**config.mk**
```make
export PLATFORM = sky130hd
export DESIGN_NAME = tile_op_seq
export DESIGN_NICKNAME = d
export VERILOG_FILES = /design/src/rtl/tile_op_seq_pkg.sv /design/src/rtl/tile_op_seq_geom.sv /design/src/rtl/tile_op_seq_walk.sv /design/src/rtl/tile_op_seq_track.sv /design/src/rtl/tile_op_seq.sv
export SDC_FILE = /design/constraint.sdc
export NUM_CORES = 2
export LEC_CHECK = 0
export BUFFER_PORTS_ARGS = -buffer_cell sky130_fd_sc_hd__buf_2
export CORE_MARGIN = 2
export CORE_UTILIZATION = 58
export DETAILED_ROUTE_END_ITERATION = 16
export PLACE_DENSITY = 0.89
export SYNTH_ARGS = -nofsm -noshare
export SYNTH_HDL_FRONTEND = slang
export SYNTH_SLANG_ARGS = --single-unit
```
**constraint.sdc**
```tcl
create_clock -name clk_i -period 8.1 [get_ports clk_i]
set_input_delay 0.405 -clock clk_i [delete_from_list [all_inputs] [get_ports clk_i]]
set_output_delay 0.405 -clock clk_i [all_outputs]
set_load 0.005 [all_outputs]
```
**src/rtl/tile_op_seq_pkg.sv**
```systemverilog
package tile_op_seq_pkg;
  localparam logic [1:0] TAG_OPERAND_A = 2'd1;
  localparam logic [1:0] TAG_SRC_SEQ   = 2'd2;

  typedef enum logic [1:0] {
    ST_IDLE,
    ST_SETUP,
    ST_ISSUE,
    ST_WAIT
  } seq_state_e;
endpackage

```
**src/rtl/tile_op_seq_geom.sv**
```systemverilog
// Latches job geometry; ceil-divides by repeated addition during setup.
module tile_op_seq_geom #(
  parameter int DIM_W   = 16,
  parameter int BPE_W   = 4,
  parameter int ADDR_W  = 32,
  parameter int TID_W   = 2 * DIM_W,
  parameter int BYTES_W = 2 * DIM_W + BPE_W
) (
  input  logic               clk_i,
  input  logic               rst_ni,
  input  logic               load_i,
  input  logic               step_i,
  input  logic [DIM_W-1:0]   m_i,
  input  logic [DIM_W-1:0]   n_i,
  input  logic [DIM_W-1:0]   tm_i,
  input  logic [DIM_W-1:0]   tn_i,
  input  logic [BPE_W-1:0]   bpe_i,
  output logic [DIM_W-1:0]   rows_o,
  output logic [DIM_W-1:0]   cols_o,
  output logic [TID_W-1:0]   total_o,
  output logic [DIM_W-1:0]   eff_h_o,
  output logic [DIM_W-1:0]   eff_w_o,
  output logic [BYTES_W-1:0] bytes_o,
  output logic [ADDR_W-1:0]  row_stride_o,
  output logic [ADDR_W-1:0]  col_stride_o,
  output logic               done_o
);
  logic [DIM_W-1:0]   m_q, n_q, tm_q, tn_q;
  logic [DIM_W:0]     r_acc_q, c_acc_q;
  logic [DIM_W-1:0]   eff_h_c, eff_w_c;
  logic [BYTES_W-1:0] bytes_c;
  logic [ADDR_W-1:0]  row_stride_c, col_stride_c;
  logic               r_open, c_open;

  assign eff_h_c      = (tm_i < m_i) ? tm_i : m_i;
  assign eff_w_c      = (tn_i < n_i) ? tn_i : n_i;
  assign bytes_c      = BYTES_W'(eff_h_c) * BYTES_W'(eff_w_c) * BYTES_W'(bpe_i);
  assign row_stride_c = ADDR_W'(tm_i) * ADDR_W'(n_i) * ADDR_W'(bpe_i);
  assign col_stride_c = ADDR_W'(tn_i) * ADDR_W'(bpe_i);

  assign r_open = r_acc_q < {1'b0, m_q};
  assign c_open = c_acc_q < {1'b0, n_q};

  always_ff @(posedge clk_i or negedge rst_ni) begin
    if (!rst_ni) begin
      m_q <= '0; n_q <= '0; tm_q <= '0; tn_q <= '0;
      r_acc_q <= '0; c_acc_q <= '0;
      rows_o <= '0; cols_o <= '0;
      eff_h_o <= '0; eff_w_o <= '0; bytes_o <= '0;
      row_stride_o <= '0; col_stride_o <= '0;
    end else if (load_i) begin
      m_q <= m_i; n_q <= n_i; tm_q <= tm_i; tn_q <= tn_i;
      r_acc_q <= '0; c_acc_q <= '0;
      rows_o <= '0; cols_o <= '0;
      eff_h_o <= eff_h_c; eff_w_o <= eff_w_c; bytes_o <= bytes_c;
      row_stride_o <= row_stride_c; col_stride_o <= col_stride_c;
    end else if (step_i) begin
      if (r_open) begin
        r_acc_q <= r_acc_q + {1'b0, tm_q};
        rows_o  <= rows_o + 1'b1;
      end
      if (c_open) begin
        c_acc_q <= c_acc_q + {1'b0, tn_q};
        cols_o  <= cols_o + 1'b1;
      end
    end
  end

  assign done_o  = !r_open && !c_open;
  assign total_o = TID_W'(rows_o) * TID_W'(cols_o);
endmodule

```
**src/rtl/tile_op_seq_walk.sv**
```systemverilog
// Row-major tile walker with incremental address offsets.
module tile_op_seq_walk #(
  parameter int DIM_W  = 16,
  parameter int ADDR_W = 32,
  parameter int TID_W  = 2 * DIM_W
) (
  input  logic              clk_i,
  input  logic              rst_ni,
  input  logic              launch_i,
  input  logic [DIM_W-1:0]  rows_i,
  input  logic [DIM_W-1:0]  cols_i,
  input  logic [ADDR_W-1:0] row_stride_i,
  input  logic [ADDR_W-1:0] col_stride_i,
  input  logic [ADDR_W-1:0] src_base_i,
  input  logic [ADDR_W-1:0] dst_base_i,
  input  logic              ready_i,
  output logic              valid_o,
  output logic              last_o,
  output logic [TID_W-1:0]  tile_o,
  output logic [ADDR_W-1:0] src_o,
  output logic [ADDR_W-1:0] dst_o
);
  logic              active_q;
  logic [DIM_W-1:0]  r_q, c_q;
  logic [TID_W-1:0]  tile_q;
  logic [ADDR_W-1:0] row_off_q, col_off_q, off;
  logic              fire, last_col, last_row;

  assign fire     = active_q && ready_i;
  assign last_col = c_q == (cols_i - DIM_W'(1));
  assign last_row = r_q == (rows_i - DIM_W'(1));

  always_ff @(posedge clk_i or negedge rst_ni) begin
    if (!rst_ni) begin
      active_q <= 1'b0;
      r_q <= '0; c_q <= '0; tile_q <= '0;
      row_off_q <= '0; col_off_q <= '0;
    end else if (launch_i) begin
      active_q <= 1'b1;
      r_q <= '0; c_q <= '0; tile_q <= '0;
      row_off_q <= '0; col_off_q <= '0;
    end else if (fire) begin
      tile_q <= tile_q + 1'b1;
      if (last_col) begin
        c_q       <= '0;
        col_off_q <= '0;
        r_q       <= r_q + 1'b1;
        row_off_q <= row_off_q + row_stride_i;
        if (last_row) active_q <= 1'b0;
      end else begin
        c_q       <= c_q + 1'b1;
        col_off_q <= col_off_q + col_stride_i;
      end
    end
  end

  assign off     = row_off_q + col_off_q;
  assign valid_o = active_q;
  assign last_o  = fire && last_col && last_row;
  assign tile_o  = tile_q;
  assign src_o   = src_base_i + off;
  assign dst_o   = dst_base_i + off;
endmodule

```
**src/rtl/tile_op_seq_track.sv**
```systemverilog
// Reply counter, done flag and completion timestamp.
module tile_op_seq_track #(
  parameter int TID_W = 32,
  parameter int TS_W  = 32
) (
  input  logic             clk_i,
  input  logic             rst_ni,
  input  logic             arm_i,
  input  logic             zero_i,
  input  logic             count_en_i,
  input  logic             reply_i,
  input  logic             check_i,
  input  logic [TID_W-1:0] total_i,
  output logic             hit_o,
  output logic             done_o,
  output logic [TS_W-1:0]  time_o
);
  logic [TID_W-1:0] cnt_q;
  logic [TS_W-1:0]  cyc_q;

  assign hit_o = check_i && (cnt_q == total_i);

  always_ff @(posedge clk_i or negedge rst_ni) begin
    if (!rst_ni) cyc_q <= '0;
    else         cyc_q <= cyc_q + 1'b1;
  end

  always_ff @(posedge clk_i or negedge rst_ni) begin
    if (!rst_ni) begin
      cnt_q  <= '0;
      done_o <= 1'b0;
      time_o <= '0;
    end else if (arm_i) begin
      cnt_q  <= '0;
      done_o <= zero_i;
      if (zero_i) time_o <= cyc_q;
    end else begin
      if (count_en_i && reply_i) cnt_q <= cnt_q + 1'b1;
      if (hit_o) begin
        done_o <= 1'b1;
        time_o <= cyc_q;
      end
    end
  end
endmodule

```
**src/rtl/tile_op_seq.sv**
```systemverilog
module tile_op_seq
  import tile_op_seq_pkg::*;
#(
  parameter int DIM_W  = 16,
  parameter int BPE_W  = 4,
  parameter int ADDR_W = 32,
  parameter int PID_W  = 4,
  parameter int TS_W   = 32
) (
  input  logic                         clk_i,
  input  logic                         rst_ni,
  input  logic                         start_i,
  input  logic [DIM_W-1:0]             m_i,
  input  logic [DIM_W-1:0]             n_i,
  input  logic [DIM_W-1:0]             tile_m_i,
  input  logic [DIM_W-1:0]             tile_n_i,
  input  logic [BPE_W-1:0]             bpe_i,
  input  logic [ADDR_W-1:0]            src_base_i,
  input  logic [ADDR_W-1:0]            dst_base_i,
  input  logic [PID_W-1:0]             pipe_id_i,
  input  logic                         dma_in_en_i,
  input  logic                         wb_en_i,
  output logic                         dma_req_valid_o,
  input  logic                         dma_req_ready_i,
  output logic [1:0]                   dma_operand_o,
  output logic                         trig_valid_o,
  input  logic                         trig_ready_i,
  output logic [1:0]                   trig_source_o,
  output logic [2*DIM_W-1:0]           tile_id_o,
  output logic [PID_W-1:0]             pipe_id_o,
  output logic [ADDR_W-1:0]            src_addr_o,
  output logic [ADDR_W-1:0]            dst_addr_o,
  output logic [2*DIM_W+BPE_W-1:0]     tile_bytes_o,
  output logic [DIM_W-1:0]             tile_rows_o,
  output logic [DIM_W-1:0]             tile_cols_o,
  output logic                         wb_en_o,
  input  logic                         reply_valid_i,
  output logic                         done_o,
  output logic [TS_W-1:0]              done_time_o
);
  localparam int TID_W   = 2 * DIM_W;
  localparam int BYTES_W = 2 * DIM_W + BPE_W;

  seq_state_e        state_q;
  logic [PID_W-1:0]  pid_q;
  logic              dma_en_q, wb_q;
  logic [ADDR_W-1:0] src_q, dst_q;
  logic              accept, zero_job, busy;
  logic              geom_done, launch, walk_valid, walk_last, walk_ready, hit;
  logic [DIM_W-1:0]  rows, cols;
  logic [TID_W-1:0]  total;
  logic [ADDR_W-1:0] row_stride, col_stride;

  assign busy     = state_q != ST_IDLE;
  assign accept   = start_i && !busy;
  assign zero_job = (m_i == '0) || (n_i == '0) || (tile_m_i == '0) || (tile_n_i == '0);
  assign launch   = (state_q == ST_SETUP) && geom_done;

  always_ff @(posedge clk_i or negedge rst_ni) begin
    if (!rst_ni) begin
      state_q  <= ST_IDLE;
      pid_q    <= '0;
      dma_en_q <= 1'b0;
      wb_q     <= 1'b0;
      src_q    <= '0;
      dst_q    <= '0;
    end else begin
      if (accept) begin
        pid_q    <= pipe_id_i;
        dma_en_q <= dma_in_en_i;
        wb_q     <= wb_en_i;
        src_q    <= src_base_i;
        dst_q    <= dst_base_i;
      end
      unique case (state_q)
        ST_IDLE:  if (accept && !zero_job) state_q <= ST_SETUP;
        ST_SETUP: if (geom_done)           state_q <= ST_ISSUE;
        ST_ISSUE: if (walk_last)           state_q <= ST_WAIT;
        ST_WAIT:  if (hit)                 state_q <= ST_IDLE;
        default:                           state_q <= ST_IDLE;
      endcase
    end
  end

  tile_op_seq_geom #(
    .DIM_W(DIM_W), .BPE_W(BPE_W), .ADDR_W(ADDR_W), .TID_W(TID_W), .BYTES_W(BYTES_W)
  ) u_geom (
    .clk_i        (clk_i),
    .rst_ni       (rst_ni),
    .load_i       (accept),
    .step_i       (state_q == ST_SETUP),
    .m_i          (m_i),
    .n_i          (n_i),
    .tm_i         (tile_m_i),
    .tn_i         (tile_n_i),
    .bpe_i        (bpe_i),
    .rows_o       (rows),
    .cols_o       (cols),
    .total_o      (total),
    .eff_h_o      (tile_rows_o),
    .eff_w_o      (tile_cols_o),
    .bytes_o      (tile_bytes_o),
    .row_stride_o (row_stride),
    .col_stride_o (col_stride),
    .done_o       (geom_done)
  );

  assign walk_ready = dma_en_q ? dma_req_ready_i : trig_ready_i;

  tile_op_seq_walk #(
    .DIM_W(DIM_W), .ADDR_W(ADDR_W), .TID_W(TID_W)
  ) u_walk (
    .clk_i        (clk_i),
    .rst_ni       (rst_ni),
    .launch_i     (launch),
    .rows_i       (rows),
    .cols_i       (cols),
    .row_stride_i (row_stride),
    .col_stride_i (col_stride),
    .src_base_i   (src_q),
    .dst_base_i   (dst_q),
    .ready_i      (walk_ready),
    .valid_o      (walk_valid),
    .last_o       (walk_last),
    .tile_o       (tile_id_o),
    .src_o        (src_addr_o),
    .dst_o        (dst_addr_o)
  );

  tile_op_seq_track #(
    .TID_W(TID_W), .TS_W(TS_W)
  ) u_track (
    .clk_i      (clk_i),
    .rst_ni     (rst_ni),
    .arm_i      (accept),
    .zero_i     (zero_job),
    .count_en_i (busy),
    .reply_i    (reply_valid_i),
    .check_i    (state_q == ST_WAIT),
    .total_i    (total),
    .hit_o      (hit),
    .done_o     (done_o),
    .time_o     (done_time_o)
  );

  assign dma_req_valid_o = walk_valid && dma_en_q;
  assign trig_valid_o    = walk_valid && !dma_en_q;
  assign dma_operand_o   = TAG_OPERAND_A;
  assign trig_source_o   = TAG_SRC_SEQ;
  assign pipe_id_o       = pid_q;
  assign wb_en_o         = wb_q;
endmodule

```
==> run metrics <==
minimum clock period after layout=about 11 ns; Compound-Gate Fraction of Synth Area=0.1083; clock skew=0.04506 ns; worst relative slew slack=0.2459; Hold Path Origin=m_i[10]; sequential area share after synthesis=0.2019; CP startpoint kind=primary input; Primary FF master, synth=dfrtp_1; cell taking the most area after synthesis=fa_1; Mapped Area=approximately 68000 sq um; Simple-Gate Fraction of Synth Area=0.1938; via count=a little over 60000; Worst path slowest cell=fa_1; Tightest Pin Transition=around 1.1 ns; Die X=roughly 350 um; vias in the first global route=63960; share of the synthesized area in the top cell type=0.2163; first-pass GRT wire length=about 330000 um; CTS tree=built; post-synth cell types=85; post-synthesis mux area share=0.02081; RePlAce Congestion=approximately 0.99; htree depth=3; routed len/inst=20.02 um; main combinational cell family by area after synthesis=adder cells; number of fill cells in the layout=8252; final hold slack=0.1380 ns; largest net degree at the start of global routing=218; synthesized-area fraction occupied by adder cells=0.3375; full die area=~120000 sq um; Critical Path Fanout Max=7; CP arrival=between 10 and 15 ns; synthesis-to-finish area growth=18.62%; Synth Area in XOR/XNOR=0.06105; total CTS buffers=69; post-synthesis area per instance=8.574 sq um; Initial Util=0.5846; FFs w/ async S/R, synth=1.000; worst hold stages=4; commonest non-fill, non-tap cells in the layout=1231 x nand2_1, 1034 x inv_1, 724 x fa_1; drt initial violations=approximately 5300; Setup CP Type=primary input to flop; WP data required=between 8 and 9 ns; Reg2Reg Setup Slack=roughly 0.24 ns; Reg clk slew, reported paths=~0.06 ns; R2R Path End=u_track.time_o[14]; min-delay worst type=primary input to flop; Global Route Usage Sum=0.3431; Post-DRT Antenna Nets=0; Post-synth EDFFs=0; Residual DRC=0; max_cap viols=0; Hold Path End=u_geom.m_q[10]; # rows=between 100 and 150; Nets=10290; Synth Register Bits=548; status=finished with violations; Setup-failing EPs final=39; core area=116200 sq um; CP peak stage delay=approximately 0.55 ns; R2R cell count=25; Post-Route Utilization=0.6934; yosys warns=0; hpwl dp=approximately 150000 um; crit share post-route=1.310; Buffers & Inverters on Critical Path=13; max frequency=94.24 MHz; num ports=around 350; final hold violation count=0; Die H=between 300 and 400 um; cells after synthesis=a little under 8000; reg-to-reg startpoint=u_geom.cols_o[4]; failing checks=setup timing; layout cells sized above 1=0.1644; CTS Sinks=548; CTS Root Cell=clkbuf_16; crit path capture type=flop; First-pass DRT Iterations=6; cell family with most CP delay=adder cells; Setup WS post-layout=-2.512 ns; Via density=around 5.9; Slew Limit Fails=0; most common cell after layout, fill and taps aside=nand2_1; deepest clock path buffer count=3; Synth area leaders=fa_1 22%, dfrtp_1 20%, ha_1 12%, nand2_1 6.9%, inv_1 5.8%; clk_lat worst skew=roughly 0.70 ns; GRT overflow=0; critical path's most frequent cell=fa_1; unrepaired setup endpoints after global routing=true; final WL=between 200000 and 250000 um; Port Buffers=about 350; antenna violations before repair=13
[Yosys cell counts, types with 10 or more instances]
cell type,number
a21boi_0,14
nand2b_1,60
and2_1,459
and3_1,73
or3_1,35
a2111oi_0,22
a211oi_1,29
o21bai_1,50
a211o_1,20
xor2_1,167
nand2_1,1242
o31a_1,18
a41oi_1,13
o2111ai_1,10
dfrtp_1,548
a21oi_1,311
buf_1,13
nor4_1,38
mux2i_1,67
o31ai_1,29
nand4_1,65
o21a_1,35
o211ai_1,20
xnor2_1,304
a31oi_1,29
inv_1,1053
mux2_2,65
nor2b_1,51
nand3_1,144
ha_1,658
clkbuf_1,304
and4_1,11
o21ai_0,315
nor2_1,512
fa_1,734
a21o_1,149
a22o_1,23
or2_2,12
nor3_1,96
[worst reg2reg max path: stages (launching register included)]
cell,delay [ns]
dfrtp_2,0.50
buf_4,0.21
and2_1,0.17
fa_1,0.55
inv_1,0.06
fa_1,0.47
fa_1,0.53
inv_1,0.06
fa_1,0.53
inv_1,0.05
fa_1,0.45
fa_1,0.51
inv_1,0.05
ha_1,0.39
a21o_1,0.21
a2111oi_1,0.40
nor3_1,0.14
a211o_1,0.36
a41oi_1,0.30
mux2i_1,0.15
a2111oi_0,0.34
and4b_2,0.34
a41o_1,0.30
nand2_1,0.13
buf_12,0.22
mux2_2,0.31
[registers in the layout, summed over array words and instances, names as in the netlist, 4 cells and up]
name                 count
dst_q                   32
pipe_id_o                4
src_q                   32
u_geom.bytes_o          36
u_geom.c_acc_q          17
u_geom.col_stride_o     20
u_geom.cols_o           16
u_geom.eff_h_o          16
u_geom.eff_w_o          16
u_geom.m_q              16
u_geom.n_q              16
u_geom.r_acc_q          17
u_geom.row_stride_o     32
u_geom.rows_o           16
u_geom.tm_q             16
u_geom.tn_q             16
u_track.cnt_q           32
u_track.cyc_q           32
u_track.time_o          32
u_walk.c_q              16
u_walk.col_off_q        32
u_walk.r_q              16
u_walk.row_off_q        32
u_walk.tile_o           32
[worst max path at each step]
| stage | start | depth (start not counted) | slack (ns) | endpoint |
|---|---|---|---|---|
| 2_1_floorplan | n_i[1] | 55 | -2.66 | u_geom.bytes_o[35] |
| 5_1_grt | m_i[1] | 53 | -2.93 | u_geom.bytes_o[35] |
| 3_3_place_gp | m_i[1] | 53 | -3.18 | u_geom.bytes_o[35] |
| 3_5_place_dp | m_i[1] | 52 | -3.33 | u_geom.bytes_o[34] |
| 6_report | tile_n_i[1] | 54 | -2.51 | u_geom.bytes_o[33] |
| 4_1_cts | m_i[1] | 56 | -2.36 | u_geom.bytes_o[35] |
[through the flow]
stage / TNS, ns / setup slack, ns / instance area [sq um] / cells
global route: -70.44 / -2.930 / 80570 / 10330
floorplan: -45.77 / -2.663 / 68840 / 7925
CTS: -49.65 / -2.365 / 79880 / 10300
global placement: -79.88 / -3.180 / 75420 / 10050
finish: -55.24 / -2.512 / 80580 / 10340
detailed placement: -88.76 / -3.331 / 75420 / 10050
[cell families (layout without fill, tap and decap cells)]
family | Yosys count | in the layout
xor gates and xnor gates | 472 | 472
DFF | 548 | 548
muxes | 133 | 133
adders and majority gates | 1392 | 1392
and+or+nand+nor | 2836 | 2836
buffers and inverters | 1381 | 2258
other | 2 | 15
AOI/OAI and AO/OA | 1159 | 1159
[final cells by class]
cell class | instances | area (sq um) | area share
clock buffer | 92 | 1944 | 0.02413
multi-input combinational | 5996 | 50540 | 0.6272
sequential | 548 | 13720 | 0.1703
timing repair buffer | 1080 | 7855 | 0.09748
clock inverter | 32 | 618.1 | 0.007670
antenna | 11 | 27.53 | 0.0003416
inverter | 1054 | 3965 | 0.04920
tap | 1524 | 1907 | 0.02366
[per-layer routing]
layer  vias up  global-route usage  share of wire
met5         -                   0        0.00013
met4         4              0.1914          0.067
met3       921             0.05968          0.076
met2      2903              0.5889           0.48
met1     29900              0.4081           0.37
li1      27300                   -              -
[repair_timing]
| action | in CTS | in global routing |
|---|---|---|
| pin swaps | 59 | 76 |
| hold buffers | 71 | 0 |
| setup buffers | 53 | 31 |
| endpoints found under the hold margin | 179 | 0 |
| gates cloned | 2 | 1 |
| setup endpoints to repair | 41 | 75 |
| resized for setup | 141 | 99 |
Power is not shown: default switching activity piles up to over one toggle a cycle in this logic, so the estimate is an artifact.
